`src/rtl/seg_addr_pkg.sv`:
```
package seg_addr_pkg;
  localparam int SEG_W   = 16;
  localparam int RADDR_W = 20;
  localparam int LIN_W   = 32;
  localparam int LIM_W   = 20;
  localparam int ADDR_W  = 64;
  localparam int PAGE_SH = 12;

  typedef enum logic [1:0] {
    MODE_REAL = 2'b00,
    MODE_PROT = 2'b01,
    MODE_FLAT = 2'b10,
    MODE_FLAT_ALT = 2'b11
  } addr_mode_e;
endpackage

```
`src/rtl/real_addr_unit.sv`:
```
module real_addr_unit #(
  parameter int SEG_W   = 16,
  parameter int RADDR_W = 20
) (
  input  logic [SEG_W-1:0]   seg_i,
  input  logic [SEG_W-1:0]   ofs_i,
  output logic [RADDR_W-1:0] addr_o
);
  localparam int SHIFT = RADDR_W - SEG_W;

  // sum truncated to RADDR_W: carry out is dropped (1 MB wrap)
  assign addr_o = {seg_i, {SHIFT{1'b0}}} + RADDR_W'(ofs_i);
endmodule

```
`src/rtl/prot_addr_unit.sv`:
```
module prot_addr_unit #(
  parameter int LIN_W   = 32,
  parameter int LIM_W   = 20,
  parameter int PAGE_SH = 12
) (
  input  logic [LIN_W-1:0] base_i,
  input  logic [LIM_W-1:0] limit_i,
  input  logic             gran_i,
  input  logic [LIN_W-1:0] ofs_i,
  output logic [LIN_W-1:0] addr_o,
  output logic             fault_o
);
  localparam int PLIM_W = LIM_W + PAGE_SH;

  logic [PLIM_W-1:0] page_lim;
  logic [LIN_W-1:0]  eff_lim;

  assign page_lim = {limit_i, {PAGE_SH{1'b1}}};
  assign eff_lim  = gran_i ? LIN_W'(page_lim) : LIN_W'(limit_i);
  assign addr_o   = base_i + ofs_i;
  assign fault_o  = ofs_i > eff_lim;
endmodule

```
`src/rtl/seg_addr_gen.sv`:
```
module seg_addr_gen
  import seg_addr_pkg::*;
(
  input  logic              clk_i,
  input  logic              rst_ni,
  input  logic              req_valid_i,
  input  logic [1:0]        mode_i,
  input  logic [SEG_W-1:0]  seg_i,
  input  logic [LIN_W-1:0]  desc_base_i,
  input  logic [LIM_W-1:0]  desc_limit_i,
  input  logic              desc_gran_i,
  input  logic [ADDR_W-1:0] offset_i,
  output logic              valid_o,
  output logic [ADDR_W-1:0] addr_o,
  output logic              fault_o
);
  logic [RADDR_W-1:0] real_addr;
  logic [LIN_W-1:0]   prot_addr;
  logic               prot_fault;
  logic [ADDR_W-1:0]  addr_d;
  logic               fault_d;
  addr_mode_e         mode;

  assign mode = addr_mode_e'(mode_i);

  real_addr_unit #(.SEG_W(SEG_W), .RADDR_W(RADDR_W)) i_real (
    .seg_i  (seg_i),
    .ofs_i  (offset_i[SEG_W-1:0]),
    .addr_o (real_addr)
  );

  prot_addr_unit #(.LIN_W(LIN_W), .LIM_W(LIM_W), .PAGE_SH(PAGE_SH)) i_prot (
    .base_i  (desc_base_i),
    .limit_i (desc_limit_i),
    .gran_i  (desc_gran_i),
    .ofs_i   (offset_i[LIN_W-1:0]),
    .addr_o  (prot_addr),
    .fault_o (prot_fault)
  );

  always_comb begin
    unique case (mode)
      MODE_REAL: begin
        addr_d  = ADDR_W'(real_addr);
        fault_d = 1'b0;
      end
      MODE_PROT: begin
        addr_d  = ADDR_W'(prot_addr);
        fault_d = prot_fault;
      end
      default: begin
        addr_d  = offset_i;
        fault_d = 1'b0;
      end
    endcase
  end

  always_ff @(posedge clk_i or negedge rst_ni) begin
    if (!rst_ni) begin
      valid_o <= 1'b0;
      addr_o  <= '0;
      fault_o <= 1'b0;
    end else begin
      valid_o <= req_valid_i;
      fault_o <= req_valid_i & fault_d;
      if (req_valid_i) addr_o <= addr_d;
    end
  end


  valid_follow_chk: assert property (@(posedge clk_i) disable iff (!rst_ni)
    req_valid_i |=> valid_o);

  valid_idle_chk: assert property (@(posedge clk_i) disable iff (!rst_ni)
    !req_valid_i |=> (!valid_o && $stable(addr_o)));

  fault_valid_chk: assert property (@(posedge clk_i) disable iff (!rst_ni)
    fault_o |-> valid_o);

  real_no_fault_chk: assert property (@(posedge clk_i) disable iff (!rst_ni)
    (req_valid_i && mode_i == 2'b00) |=> !fault_o);

  flat_no_fault_chk: assert property (@(posedge clk_i) disable iff (!rst_ni)
    (req_valid_i && mode_i[1]) |=> !fault_o);

  real_width_chk: assert property (@(posedge clk_i) disable iff (!rst_ni)
    (req_valid_i && mode_i == 2'b00) |=> (addr_o[ADDR_W-1:RADDR_W] == '0));

  prot_width_chk: assert property (@(posedge clk_i) disable iff (!rst_ni)
    (req_valid_i && mode_i == 2'b01) |=> (addr_o[ADDR_W-1:LIN_W] == '0));
endmodule

```
`config.mk`:
```
export PLATFORM = sky130hd
export DESIGN_NAME = seg_addr_gen
export DESIGN_NICKNAME = d
export VERILOG_FILES = /design/src/rtl/seg_addr_pkg.sv /design/src/rtl/real_addr_unit.sv /design/src/rtl/prot_addr_unit.sv /design/src/rtl/seg_addr_gen.sv
export SDC_FILE = /design/constraint.sdc
export NUM_CORES = 1
export LEC_CHECK = 0
export BUFFER_PORTS_ARGS = -buffer_cell sky130_fd_sc_hd__buf_2
export CAP_MARGIN = 0
export CORE_UTILIZATION = 40
export CTS_BUF_LIST = sky130_fd_sc_hd__clkbuf_4
export CTS_CLUSTER_DIAMETER = 100
export DETAILED_ROUTE_END_ITERATION = 7
export GPL_ROUTABILITY_DRIVEN = 0
export GPL_TIMING_DRIVEN = 0
export PLACE_DENSITY = 0.66
export SETUP_SLACK_MARGIN = 0.4
export SLEW_MARGIN = 10
export SYNTH_ARGS = -nofsm -noshare
export SYNTH_HDL_FRONTEND = slang
export SYNTH_SLANG_ARGS = --single-unit
```
`constraint.sdc`:
```
create_clock -name clk_i -period 0.8 [get_ports clk_i]
set_input_delay 0.16 -clock clk_i [delete_from_list [all_inputs] [get_ports clk_i]]
set_output_delay 0.16 -clock clk_i [all_outputs]
set_load 0.02 [all_outputs]
```
==> results.json, run 1 <==
{
  "run_status": "complete, but fails checks",
  "failing_checks": "negative hold slack, negative setup slack",
  "n_antenna_cell": 0,
  "routed_via_density": 5.69,
  "synth_sequential_area_ratio_pct": 27.7,
  "wl_per_cell_um": 18.6,
  "setup.worst_path.class": "input pin to flop",
  "net-switching-power_mw": 5.23,
  "routed_wl_mm": 22.5,
  "floorplan.rows": 44,
  "tightest_slew_ns": 0.764,
  "setup.worst_path.end_class": "flop",
  "first_global_vias": 6333,
  "pin_count_of_the_biggest_net_entering_global_routing": 41,
  "mappedNetlistArea_um2": 5960,
  "slew_headroom_pct": 49.0,
  "post_route_cells_drive_above_1_share_pct": 56.0,
  "max-cap-violations": 0,
  "report.final.hold_viol_count": 99,
  "syn_nets": 957,
  "die_height_um": 124,
  "synth_top_cells_by_count": "sky130_fd_sc_hd__ha_1, sky130_fd_sc_hd__nand2_1, sky130_fd_sc_hd__dfrtp_1, sky130_fd_sc_hd__a21oi_1, sky130_fd_sc_hd__o21ai_0",
  "area_growth_pct": 65.8,
  "power.clock.fraction_pct": 18.7,
  "gr-total-overflow": 0,
  "peakVddDrop_mv": 1.02,
  "synth-edff-count": 0,
  "firstDrtPassIters": 6,
  "combPwrFrac_pct": 50.7,
  "crit_fanout": 5,
  "finish.cell_count_without_fillers": 1207,
  "period_minus_slack_ns": 2.15,
  "switching_share_of_power_pct": 39.3,
  "initial_antenna_violation_count": 0,
  "synth-main-ff-cell": "sky130_fd_sc_hd__dfrtp_1",
  "yosysWarningCount": 0,
  "yosys-top-cells-area": "sky130_fd_sc_hd__dfrtp_1, sky130_fd_sc_hd__ha_1, sky130_fd_sc_hd__a21oi_1",
  "required_ns": 1.14,
  "internal_power_mw": 8.06,
  "initial_core_util_pct": 41.0,
  "report.final.setup_viol": 98,
  "clock_latency_on_the_worst_skew_pair_ns": 0.43,
  "min_path_type": "input pin to asynchronous set/reset pin",
  "clock-skew-final_ns": 0,
  "dieWidth_um": 124,
  "fp.dieArea_um2": 15400,
  "setup_repair_after_global_routing_missed_its_margin": "yes",
  "clkTransAtPathRegs_ns": 0.14,
  "clock_tree.buffer_depth": 2,
  "grt_first_pass_wirelength_mm": 32.9,
  "startpoint_type": "input pin",
  "proportion_of_synthesized_flip_flops_having_asynchronous_set_or_reset_pct": 100,
  "post-route-drc-count": 0,
  "cellLeakagePower_nw": 4.41,
  "initialDrtViolationCount": 486,
  "fin_crit_sh_pct": 269,
  "cts_made_buffers": 9,
  "timing.fmax_ghz": 0.464,
  "dpl.hpwl_mm": 16.1,
  "hold_ws_ns": -0.388,
  "core_area_um2": 14500,
  "placed_cells_incl_taps": 1127,
  "power_density_nw_per_um2": 1340,
  "syn_area_per_cell_um2": 8.03,
  "cts-htree-levels": 3,
  "nFillCells": 1147,
  "netlist_instances": 742,
  "yosysUniqueCellTypes": 54,
  "post-synth-top-area-fraction_pct": 27.7,
  "grt_usage_pct": 28.2,
  "yosysTopAreaCell": "sky130_fd_sc_hd__dfrtp_1",
  "io_pins": 204,
  "proportion_of_power_drawn_by_flip_flops_and_latches_pct": 30.6,
  "slew_viol_final": 0,
  "port_buffers": 200,
  "dr_total_vias": 6867,
  "clock_tree_from_tritoncts": "yes",
  "cp_data_arrival_time_ns": 2.50,
  "worst_slack_ns": -1.35,
  "synth_seq_cells": 66,
  "drt.antenna.violating_nets": 0,
  "final_util_pct": 68.0,
  "clock_tree.root_cell": "sky130_fd_sc_hd__clkbuf_4",
  "cts_sinks": 66,
  "most_frequent_cell_after_synthesis": "sky130_fd_sc_hd__ha_1",
  "nets": 1233
}
-- critical path, stage by stage --
cell                       delay (ns)
sky130_fd_sc_hd__buf_12          0.10
sky130_fd_sc_hd__ha_4            0.22
sky130_fd_sc_hd__buf_6           0.11
sky130_fd_sc_hd__buf_6           0.12
sky130_fd_sc_hd__a21oi_4         0.13
sky130_fd_sc_hd__o21ai_2         0.09
sky130_fd_sc_hd__a221oi_2        0.33
sky130_fd_sc_hd__a311oi_2        0.14
sky130_fd_sc_hd__buf_4           0.17
sky130_fd_sc_hd__buf_4           0.14
sky130_fd_sc_hd__nor2b_4         0.15
sky130_fd_sc_hd__nor4_4          0.06
sky130_fd_sc_hd__o31ai_2         0.28
sky130_fd_sc_hd__mux2i_1         0.22
sky130_fd_sc_hd__nand2_1         0.06
-- layout by cell type, fill, tap and decap left out, types with 9 or more instances in the layout --
cell type and instances:
sky130_fd_sc_hd__nor2_1 46, sky130_fd_sc_hd__buf_6 107, sky130_fd_sc_hd__ha_1 48, sky130_fd_sc_hd__a21oi_1 47, sky130_fd_sc_hd__inv_2 32, sky130_fd_sc_hd__o21bai_1 9
sky130_fd_sc_hd__dfrtp_2 60, sky130_fd_sc_hd__a21o_1 19, sky130_fd_sc_hd__inv_1 19, sky130_fd_sc_hd__nand4_1 10, sky130_fd_sc_hd__nand2_1 65, sky130_fd_sc_hd__o21ai_0 11
sky130_fd_sc_hd__a21oi_2 14, sky130_fd_sc_hd__o21ai_2 30, sky130_fd_sc_hd__o21ai_1 30, sky130_fd_sc_hd__nand3_2 33, sky130_fd_sc_hd__buf_2 122, sky130_fd_sc_hd__clkbuf_4 12
sky130_fd_sc_hd__ha_4 27, sky130_fd_sc_hd__nand3_1 17, sky130_fd_sc_hd__xor2_1 11, sky130_fd_sc_hd__xnor2_1 25, sky130_fd_sc_hd__buf_4 38
-- layer usage --
metal	share of wire (%)	routed length, um	track usage (%)	vias to the layer above
met4	3.1	692	11.2	0
li1	-	-	-	3233
met5	0	0	0	-
met3	6.8	1520	3.21	54
met1	43	9720	38.0	3261
met2	47	10600	45.9	319
-- per-stage QoR --
step | cell area [um^2] | hold slack (ns) | TNS, ns | setup WS (ns) | power (mW)
floorplan | 6750 | -0.136 | -35.09 | -1.52 | 7.34
finish | 9880 | -0.388 | -56.32 | -1.35 | 13.3
detailed placement | 8010 | 0.115 | -57.51 | -2.02 | 9.01
CTS | 9370 | -0.387 | -56.15 | -1.36 | 12.7
global placement | 7990 | 0.330 | -119.61 | -2.03 | 8.95
global route | 9880 | -0.382 | -60.67 | -1.44 | 13.9
-- repair_timing --
item                                    4_1_cts  5_1_grt
endpoints found under the setup margin      131      131
buffers inserted                             41       22
resized for setup                           255       88
pin swaps                                    62       55
cloned                                        1        0
hold endpoints to repair                     82       60
-- sequential cells by signal (all words and copies together) (netlist names) --
name     flops
addr_o      64
fault_o      1
valid_o      1
-- cells by family after synthesis --
family,share of synthesized area (%)
AO/OA/AOI/OAI,24.1
AND/OR/NAND/NOR,17.1
buffers and inverters,5.79
adder cells (fa/ha/maj),16.4
flip-flops,27.7
XOR/XNOR,5.73
multiplexers,3.17
-- worst paths after layout --
path                              startpoint          to  slack (ns)  cells after the start
worst max-delay path            offset_i[14]  addr_o[31]       -1.35                     15
worst min-delay path                  rst_ni  addr_o[42]       -0.39                      1
worst max register to register    addr_o[31]  addr_o[31]       -0.18                      5
worst min register to register    addr_o[10]  addr_o[10]        0.52                      1
max in group asynchronous             rst_ni  addr_o[59]        0.60                      2
min in group clk_i               req_valid_i     valid_o       -0.11                      1
-- final cells by class --
| cell class | instances | area [um^2] | area share, % |
|---|---|---|---|
| Multi-Input combinational cell | 586 | 4990 | 50.6 |
| Timing Repair Buffer | 265 | 2130 | 21.5 |
| Sequential cell | 66 | 1730 | 17.5 |
| Buffer | 39 | 464 | 4.70 |
| Tap cell | 184 | 230 | 2.33 |
| Inverter | 51 | 191 | 1.94 |
| Clock inverter | 7 | 77.6 | 0.785 |
| Clock buffer | 9 | 67.6 | 0.684 |
-- power groups by stage --
stage                     logic (mW)  clock network [mW]  registers (mW)
after floorplan                 2.88                   0            4.46
after global placement          4.95                   0            4.00
after detailed placement        5.00                   0            4.01
after CTS                       6.16                2.48            4.05
after global routing            7.23                2.61            4.10
final                           6.74                2.48            4.06
(Power assumes the default switching activity.)
==> run 2, diff against run 1 <==
--- a/config.mk
+++ b/config.mk
@@ -14,7 +14,6 @@
 export GPL_ROUTABILITY_DRIVEN = 0
 export GPL_TIMING_DRIVEN = 0
 export PLACE_DENSITY = 0.66
-export SETUP_SLACK_MARGIN = 0.4
 export SLEW_MARGIN = 10
 export SYNTH_ARGS = -nofsm -noshare
 export SYNTH_HDL_FRONTEND = slang
==> run 2 against run 1 <==
The flow finishes with violations (negative setup slack). Total power is 4.4% higher. Highest routed layer unchanged. Clock-buffer cell count increased by 1. Routed wire length grew 6.9%. Register-to-register slack lost 0.03 ns. Largest cell class unchanged. Critical path depth decreased by 2. Clock skew stayed put. First-iteration DRC count shrank 17%. Fmax down 0.30%.
==> results.json, run 2 (same netlist as run 1, synthesis figures left out) <==
{
  "tightest_slew_ns": 0.745,
  "dpl.hpwl_mm": 16.2,
  "initial_core_util_pct": 41.0,
  "clock_tree.buffer_depth": 2,
  "cts_made_buffers": 9,
  "slew_viol_final": 0,
  "floorplan.rows": 44,
  "pin_count_of_the_biggest_net_entering_global_routing": 52,
  "max-cap-violations": 0,
  "grt_usage_pct": 29.2,
  "most-common-layout-cells": "sky130_fd_sc_hd__buf_2, sky130_fd_sc_hd__buf_6, sky130_fd_sc_hd__buf_4",
  "first_global_vias": 6630,
  "required_ns": 1.14,
  "cp_data_arrival_time_ns": 2.50,
  "layout.cells.most_common": "sky130_fd_sc_hd__buf_2",
  "post-route-drc-count": 0,
  "fin_crit_sh_pct": 270,
  "n_antenna_cell": 0,
  "worst_slack_ns": -1.36,
  "clock-skew-final_ns": 0,
  "startpoint_type": "input pin",
  "cts-htree-levels": 3,
  "grt_first_pass_wirelength_mm": 34.0,
  "port_buffers": 200,
  "clkTransAtPathRegs_ns": 0.13,
  "routed_wl_mm": 24.0,
  "top_regs": "addr_o x64, fault_o x1, valid_o x1",
  "setup_repair_after_global_routing_missed_its_margin": "yes",
  "setup_tns_ns": -55.56,
  "firstDrtPassIters": 5,
  "report.final.hold_viol_count": 0,
  "clock_tree_from_tritoncts": "yes",
  "number_of_flip_flops_under_the_largest_register_name": 64,
  "dieWidth_um": 124,
  "clock_latency_on_the_worst_skew_pair_ns": 0.45,
  "crit_fanout": 2,
  "final_util_pct": 71.7,
  "drt.antenna.violating_nets": 0,
  "core_area_um2": 14500,
  "initial_antenna_violation_count": 0,
  "run_status": "complete, but fails checks",
  "slew_headroom_pct": 50.3,
  "wl_per_cell_um": 18.9,
  "period_minus_slack_ns": 2.16,
  "clock_tree.root_cell": "sky130_fd_sc_hd__clkbuf_4",
  "die_height_um": 124,
  "regMostFlops": "addr_o",
  "fp.dieArea_um2": 15400,
  "setup.worst_path.end_class": "flop",
  "gr-total-overflow": 0,
  "peakVddDrop_mv": 0.890,
  "initialDrtViolationCount": 402,
  "timing.fmax_ghz": 0.463,
  "power_density_nw_per_um2": 1330,
  "cellLeakagePower_nw": 4.77,
  "report.final.setup_viol": 99,
  "area_growth_pct": 74.8,
  "cts_sinks": 66,
  "failing_checks": "negative setup slack",
  "io_pins": 204,
  "post_route_cells_drive_above_1_share_pct": 45.3,
  "dr_total_vias": 7045,
  "nets": 1295,
  "min_path_type": "input pin to flop",
  "routed_via_density": 5.55,
  "setup.worst_path.class": "input pin to flop"
}
## run 2: where the power goes
group | switching (mW) | internal [mW]
sequential | 0.289 | 3.69
clock | 1.44 | 1.31
combinational | 3.52 | 3.60
total | 5.25 | 8.61
## run 2: timing repair
item                                   CTS  global route
endpoints found under the hold margin   99             1
setup endpoints to repair               98            99
gates resized for setup                239            78
hold buffers                            34             1
buffers inserted                        53            47
pin swaps                               89            71
cloned                                   1             0
## run 2: area by class of cell
type | count | area [um^2]
fill | 1085 | 4120
multi-input combinational | 586 | 5020
buffer | 35 | 422
sequential | 66 | 1650
clock buffer | 10 | 75.1
tap | 184 | 230
timing repair buffer | 331 | 2740
clock inverter | 6 | 90.1
inverter | 51 | 191
## run 2: final timing paths
kind                       slack [ns]          from  cells past startpoint         end
setup / recovery                -1.36   offset_i[0]                     13  addr_o[16]
hold / removal                   0.01  offset_i[21]                      3  addr_o[21]
setup reg to reg                -0.21    addr_o[31]                      5  addr_o[31]
hold reg to reg                  0.54    addr_o[56]                      2  addr_o[56]
max in group asynchronous        0.14        rst_ni                      3  addr_o[42]
min in group asynchronous        0.12        rst_ni                      2  addr_o[26]
## run 2: through the flow
step	total power, mW	setup slack, ns	cells	instance area (um^2)	hold WS (ns)
6_report	13.9	-1.36	1269	10400	0.0129
5_1_grt	14.5	-1.44	1269	10400	0.00958
4_1_cts	13.1	-1.32	1228	9830	0.00711
3_5_place_dp	8.95	-2.00	1127	7940	0.0536
3_3_place_gp	8.89	-2.00	1126	7910	0.317
2_1_floorplan	7.27	-1.52	742	6680	-0.136
## run 2: worst max-delay path, stage by stage
cell	delay, ns
sky130_fd_sc_hd__buf_8	0.10
sky130_fd_sc_hd__ha_4	0.16
sky130_fd_sc_hd__fa_2	0.37
sky130_fd_sc_hd__a21oi_2	0.14
sky130_fd_sc_hd__nor2b_2	0.06
sky130_fd_sc_hd__a311o_1	0.37
sky130_fd_sc_hd__a21oi_4	0.18
sky130_fd_sc_hd__buf_4	0.13
sky130_fd_sc_hd__nand2b_1	0.07
sky130_fd_sc_hd__a221o_1	0.33
sky130_fd_sc_hd__a41oi_2	0.18
sky130_fd_sc_hd__xor2_1	0.16
sky130_fd_sc_hd__o21ai_1	0.07
## run 2: metal layers
metal	up-vias	part of all wire [%]	global-route usage, %	wire, um
li1	3348	-	-	-
met1	3362	42	36.8	10100
met2	274	50	50.5	11900
met3	61	5.2	3.98	1250
met4	0	3.1	10.5	744
met5	-	0	0	0
==> run 3, diff against run 2 <==
--- a/config.mk
+++ b/config.mk
@@ -8,13 +8,13 @@
 export BUFFER_PORTS_ARGS = -buffer_cell sky130_fd_sc_hd__buf_2
 export CAP_MARGIN = 0
 export CORE_UTILIZATION = 40
-export CTS_BUF_LIST = sky130_fd_sc_hd__clkbuf_4
 export CTS_CLUSTER_DIAMETER = 100
 export DETAILED_ROUTE_END_ITERATION = 7
 export GPL_ROUTABILITY_DRIVEN = 0
 export GPL_TIMING_DRIVEN = 0
-export PLACE_DENSITY = 0.66
+export PLACE_DENSITY = 0.65
 export SLEW_MARGIN = 10
 export SYNTH_ARGS = -nofsm -noshare
 export SYNTH_HDL_FRONTEND = slang
+export SYNTH_HIERARCHICAL = 1
 export SYNTH_SLANG_ARGS = --single-unit
==> run 3 against run 2 <==
The flow finishes with violations (negative hold slack, negative setup slack). Routed wire length shrank 4.7%. Total power grew 4.7%. Global-route usage shrank 2.2 points. First-iteration DRC count grew 4.2%. Register-to-register slack gained 0.09 ns. Combinational power shrank 4.5%. Die area grew 7.2%. Critical endpoint is now addr_o[30].
==> results.json, run 3 <==
{
  "post-route-drc-count": 0,
  "report.final.hold_viol_count": 19,
  "slowest_delay_ns": 0.35,
  "routed_wl_mm": 22.9,
  "post_route_cells_drive_above_1_share_pct": 40.1,
  "setup.worst_path.end_class": "flop",
  "core_area_um2": 15400,
  "report.final.setup_viol": 99,
  "required_ns": 1.05,
  "crit_fanout": 4,
  "yosysWarningCount": 6,
  "post_dp_cell_area_um2": 7900,
  "startpoint_type": "input pin",
  "cp_data_arrival_time_ns": 2.47,
  "most-common-layout-cells": "sky130_fd_sc_hd__buf_2, sky130_fd_sc_hd__buf_6, sky130_fd_sc_hd__buf_4",
  "first_global_vias": 6634,
  "timing.critical_path.cells": "buf_8, ha_4, fa_2, a21o_1, a221oi_4, o21ai_4, a41oi_4, o311ai_4, a31oi_1, xnor2_1, nand3b_1, a31oi_1",
  "clock_tree_from_tritoncts": "yes",
  "dpl.hpwl_mm": 16.5,
  "netlist_instances": 756,
  "cp_num_cells": 12,
  "worst_path_dominant_cell_family": "compound AO/OA/AOI/OAI gates",
  "die_height_um": 128,
  "fp.dieArea_um2": 16500,
  "most_frequent_cell_after_synthesis": "sky130_fd_sc_hd__ha_1",
  "initial_antenna_violation_count": 0,
  "pin_count_of_the_biggest_net_entering_global_routing": 48,
  "top_regs": "addr_o x64, fault_o x1, valid_o x1",
  "port_buffers": 200,
  "setup.worst_path.class": "input pin to flop",
  "gr-total-overflow": 0,
  "firstDrtPassIters": 5,
  "proportion_of_synthesized_flip_flops_having_asynchronous_set_or_reset_pct": 100,
  "run_status": "complete, but fails checks",
  "nets": 1260,
  "worst_slack_ns": -1.42,
  "clock_tree.buffer_depth": 2,
  "finish.cell_count_without_fillers": 1261,
  "grt_usage_pct": 27.0,
  "timing.fmax_ghz": 0.451,
  "cts_made_buffers": 9,
  "cts-htree-levels": 3,
  "floorplan.rows": 45,
  "slew_viol_final": 0,
  "tightest_slew_ns": 0.587,
  "synth-edff-count": 0,
  "synth_top_cells_by_count": "sky130_fd_sc_hd__ha_1, sky130_fd_sc_hd__dfrtp_1, sky130_fd_sc_hd__nand3_1, sky130_fd_sc_hd__o21ai_0, sky130_fd_sc_hd__inv_1",
  "initialDrtViolationCount": 419,
  "clock-skew-final_ns": 0,
  "cellLeakagePower_nw": 4.67,
  "failing_checks": "negative hold slack, negative setup slack",
  "multi_input_area_um2": 4970,
  "dieWidth_um": 128,
  "fin_crit_sh_pct": 277,
  "drt.antenna.violating_nets": 0,
  "n_antenna_cell": 0,
  "min_path_type": "input pin to asynchronous set/reset pin",
  "regMostFlops": "addr_o",
  "routed_via_density": 5.47,
  "period_minus_slack_ns": 2.22,
  "ff2ff_path_depth": 4,
  "rr_startpoint": "addr_o[4]",
  "area_growth_pct": 54.1,
  "mappedNetlistArea_um2": 6400,
  "power_density_nw_per_um2": 1470,
  "slew_headroom_pct": 60.8,
  "startpoint": "offset_i[0]",
  "yosysUniqueCellTypes": 63,
  "syn_area_per_cell_um2": 8.46,
  "syn_nets": 971,
  "synth-main-ff-cell": "sky130_fd_sc_hd__dfrtp_1",
  "hold_ws_ns": -0.291,
  "synth_sequential_area_ratio_pct": 25.8,
  "synth_seq_cells": 66,
  "layout.cells.most_common": "sky130_fd_sc_hd__buf_2",
  "register_area_um2": 1650,
  "post-synth-top-area-fraction_pct": 25.8,
  "clkTransAtPathRegs_ns": 0.06,
  "path_buf_inv": 1,
  "worst_path_most_repeated_cell": "sky130_fd_sc_hd__a31oi_1",
  "dr_total_vias": 6895,
  "nFillCells": 1347,
  "io_pins": 204,
  "number_of_flip_flops_under_the_largest_register_name": 64,
  "yosys-top-cells-area": "sky130_fd_sc_hd__dfrtp_1, sky130_fd_sc_hd__ha_1, sky130_fd_sc_hd__nand3_1",
  "wl_per_cell_um": 18.2,
  "clock_latency_on_the_worst_skew_pair_ns": 0.34,
  "worst_path_max_delay_cell": "sky130_fd_sc_hd__fa_2",
  "finish.instance_area_um2": 9860,
  "peakVddDrop_mv": 1.14,
  "initial_core_util_pct": 41.5,
  "grt_first_pass_wirelength_mm": 34.4,
  "clock_tree.root_cell": "sky130_fd_sc_hd__clkbuf_16",
  "setup_tns_ns": -48.79,
  "placed_cells_incl_taps": 1168,
  "cts_sinks": 66,
  "max-cap-violations": 0,
  "yosysTopAreaCell": "sky130_fd_sc_hd__dfrtp_1",
  "setup_repair_after_global_routing_missed_its_margin": "yes"
}
[run 3: per-stage QoR]
step | utilization [%] | power [mW] | setup slack, ns | hold WS, ns
after floorplan | - | 7.30 | -1.56 | -0.136
after global placement | 51.0 | 8.89 | -2.07 | 0.397
after detailed placement | 51.2 | 8.96 | -2.12 | 0.0772
after CTS | 60.9 | 14.0 | -1.40 | -0.290
after global routing | 63.9 | 15.3 | -1.52 | -0.275
final | 63.9 | 14.5 | -1.42 | -0.291
[run 3: per-layer routing]
layer	up-vias	wire [um]	GRT usage, %
li1	3347	-	-
met1	3257	9960	34.6
met4	0	486	8.17
met2	254	11100	46.6
met3	37	1340	4.49
met5	-	0	0
[run 3: cell families after synthesis]
| family | Yosys count | share of synthesized area, % |
|---|---|---|
| XOR/XNOR | 40 | 5.48 |
| AO/OA/AOI/OAI | 221 | 23.8 |
| flip-flops | 66 | 25.8 |
| buffers and inverters | 90 | 6.59 |
| adder cells (fa/ha/maj) | 77 | 15.3 |
| AND/OR/NAND/NOR | 234 | 18.6 |
| multiplexers | 28 | 4.38 |
[run 3: worst paths after layout]
check | endpoint | slack (ns)
worst max-delay path | addr_o[30] | -1.42
worst min-delay path | addr_o[5] | -0.29
worst max register to register | addr_o[4] | -0.12
worst min register to register | addr_o[49] | 0.55
max in group asynchronous | fault_o | 0.55
min in group clk_i | addr_o[49] | 0.05
[run 3: area by class of cell]
class	instances	area share, %
multi-input combinational	600	50.4
tap	211	2.68
timing repair buffer	280	22.3
clock inverter	6	0.431
sequential	66	16.7
inverter	47	1.79
clock buffer	10	2.32
buffer	41	3.34
[run 3: timing repair]
item | 4_1_cts | 5_1_grt
resized for setup | 220 | 64
endpoints found under the hold margin | 19 | 19
pin swaps | 62 | 62
endpoints found under the setup margin | 106 | 119
setup buffers | 55 | 30
gates cloned | 0 | 1
[run 3: power breakdown]
group | switching, mW | internal (mW)
logic | 3.40 | 3.41
registers | 0.292 | 3.71
clock network | 1.60 | 2.10
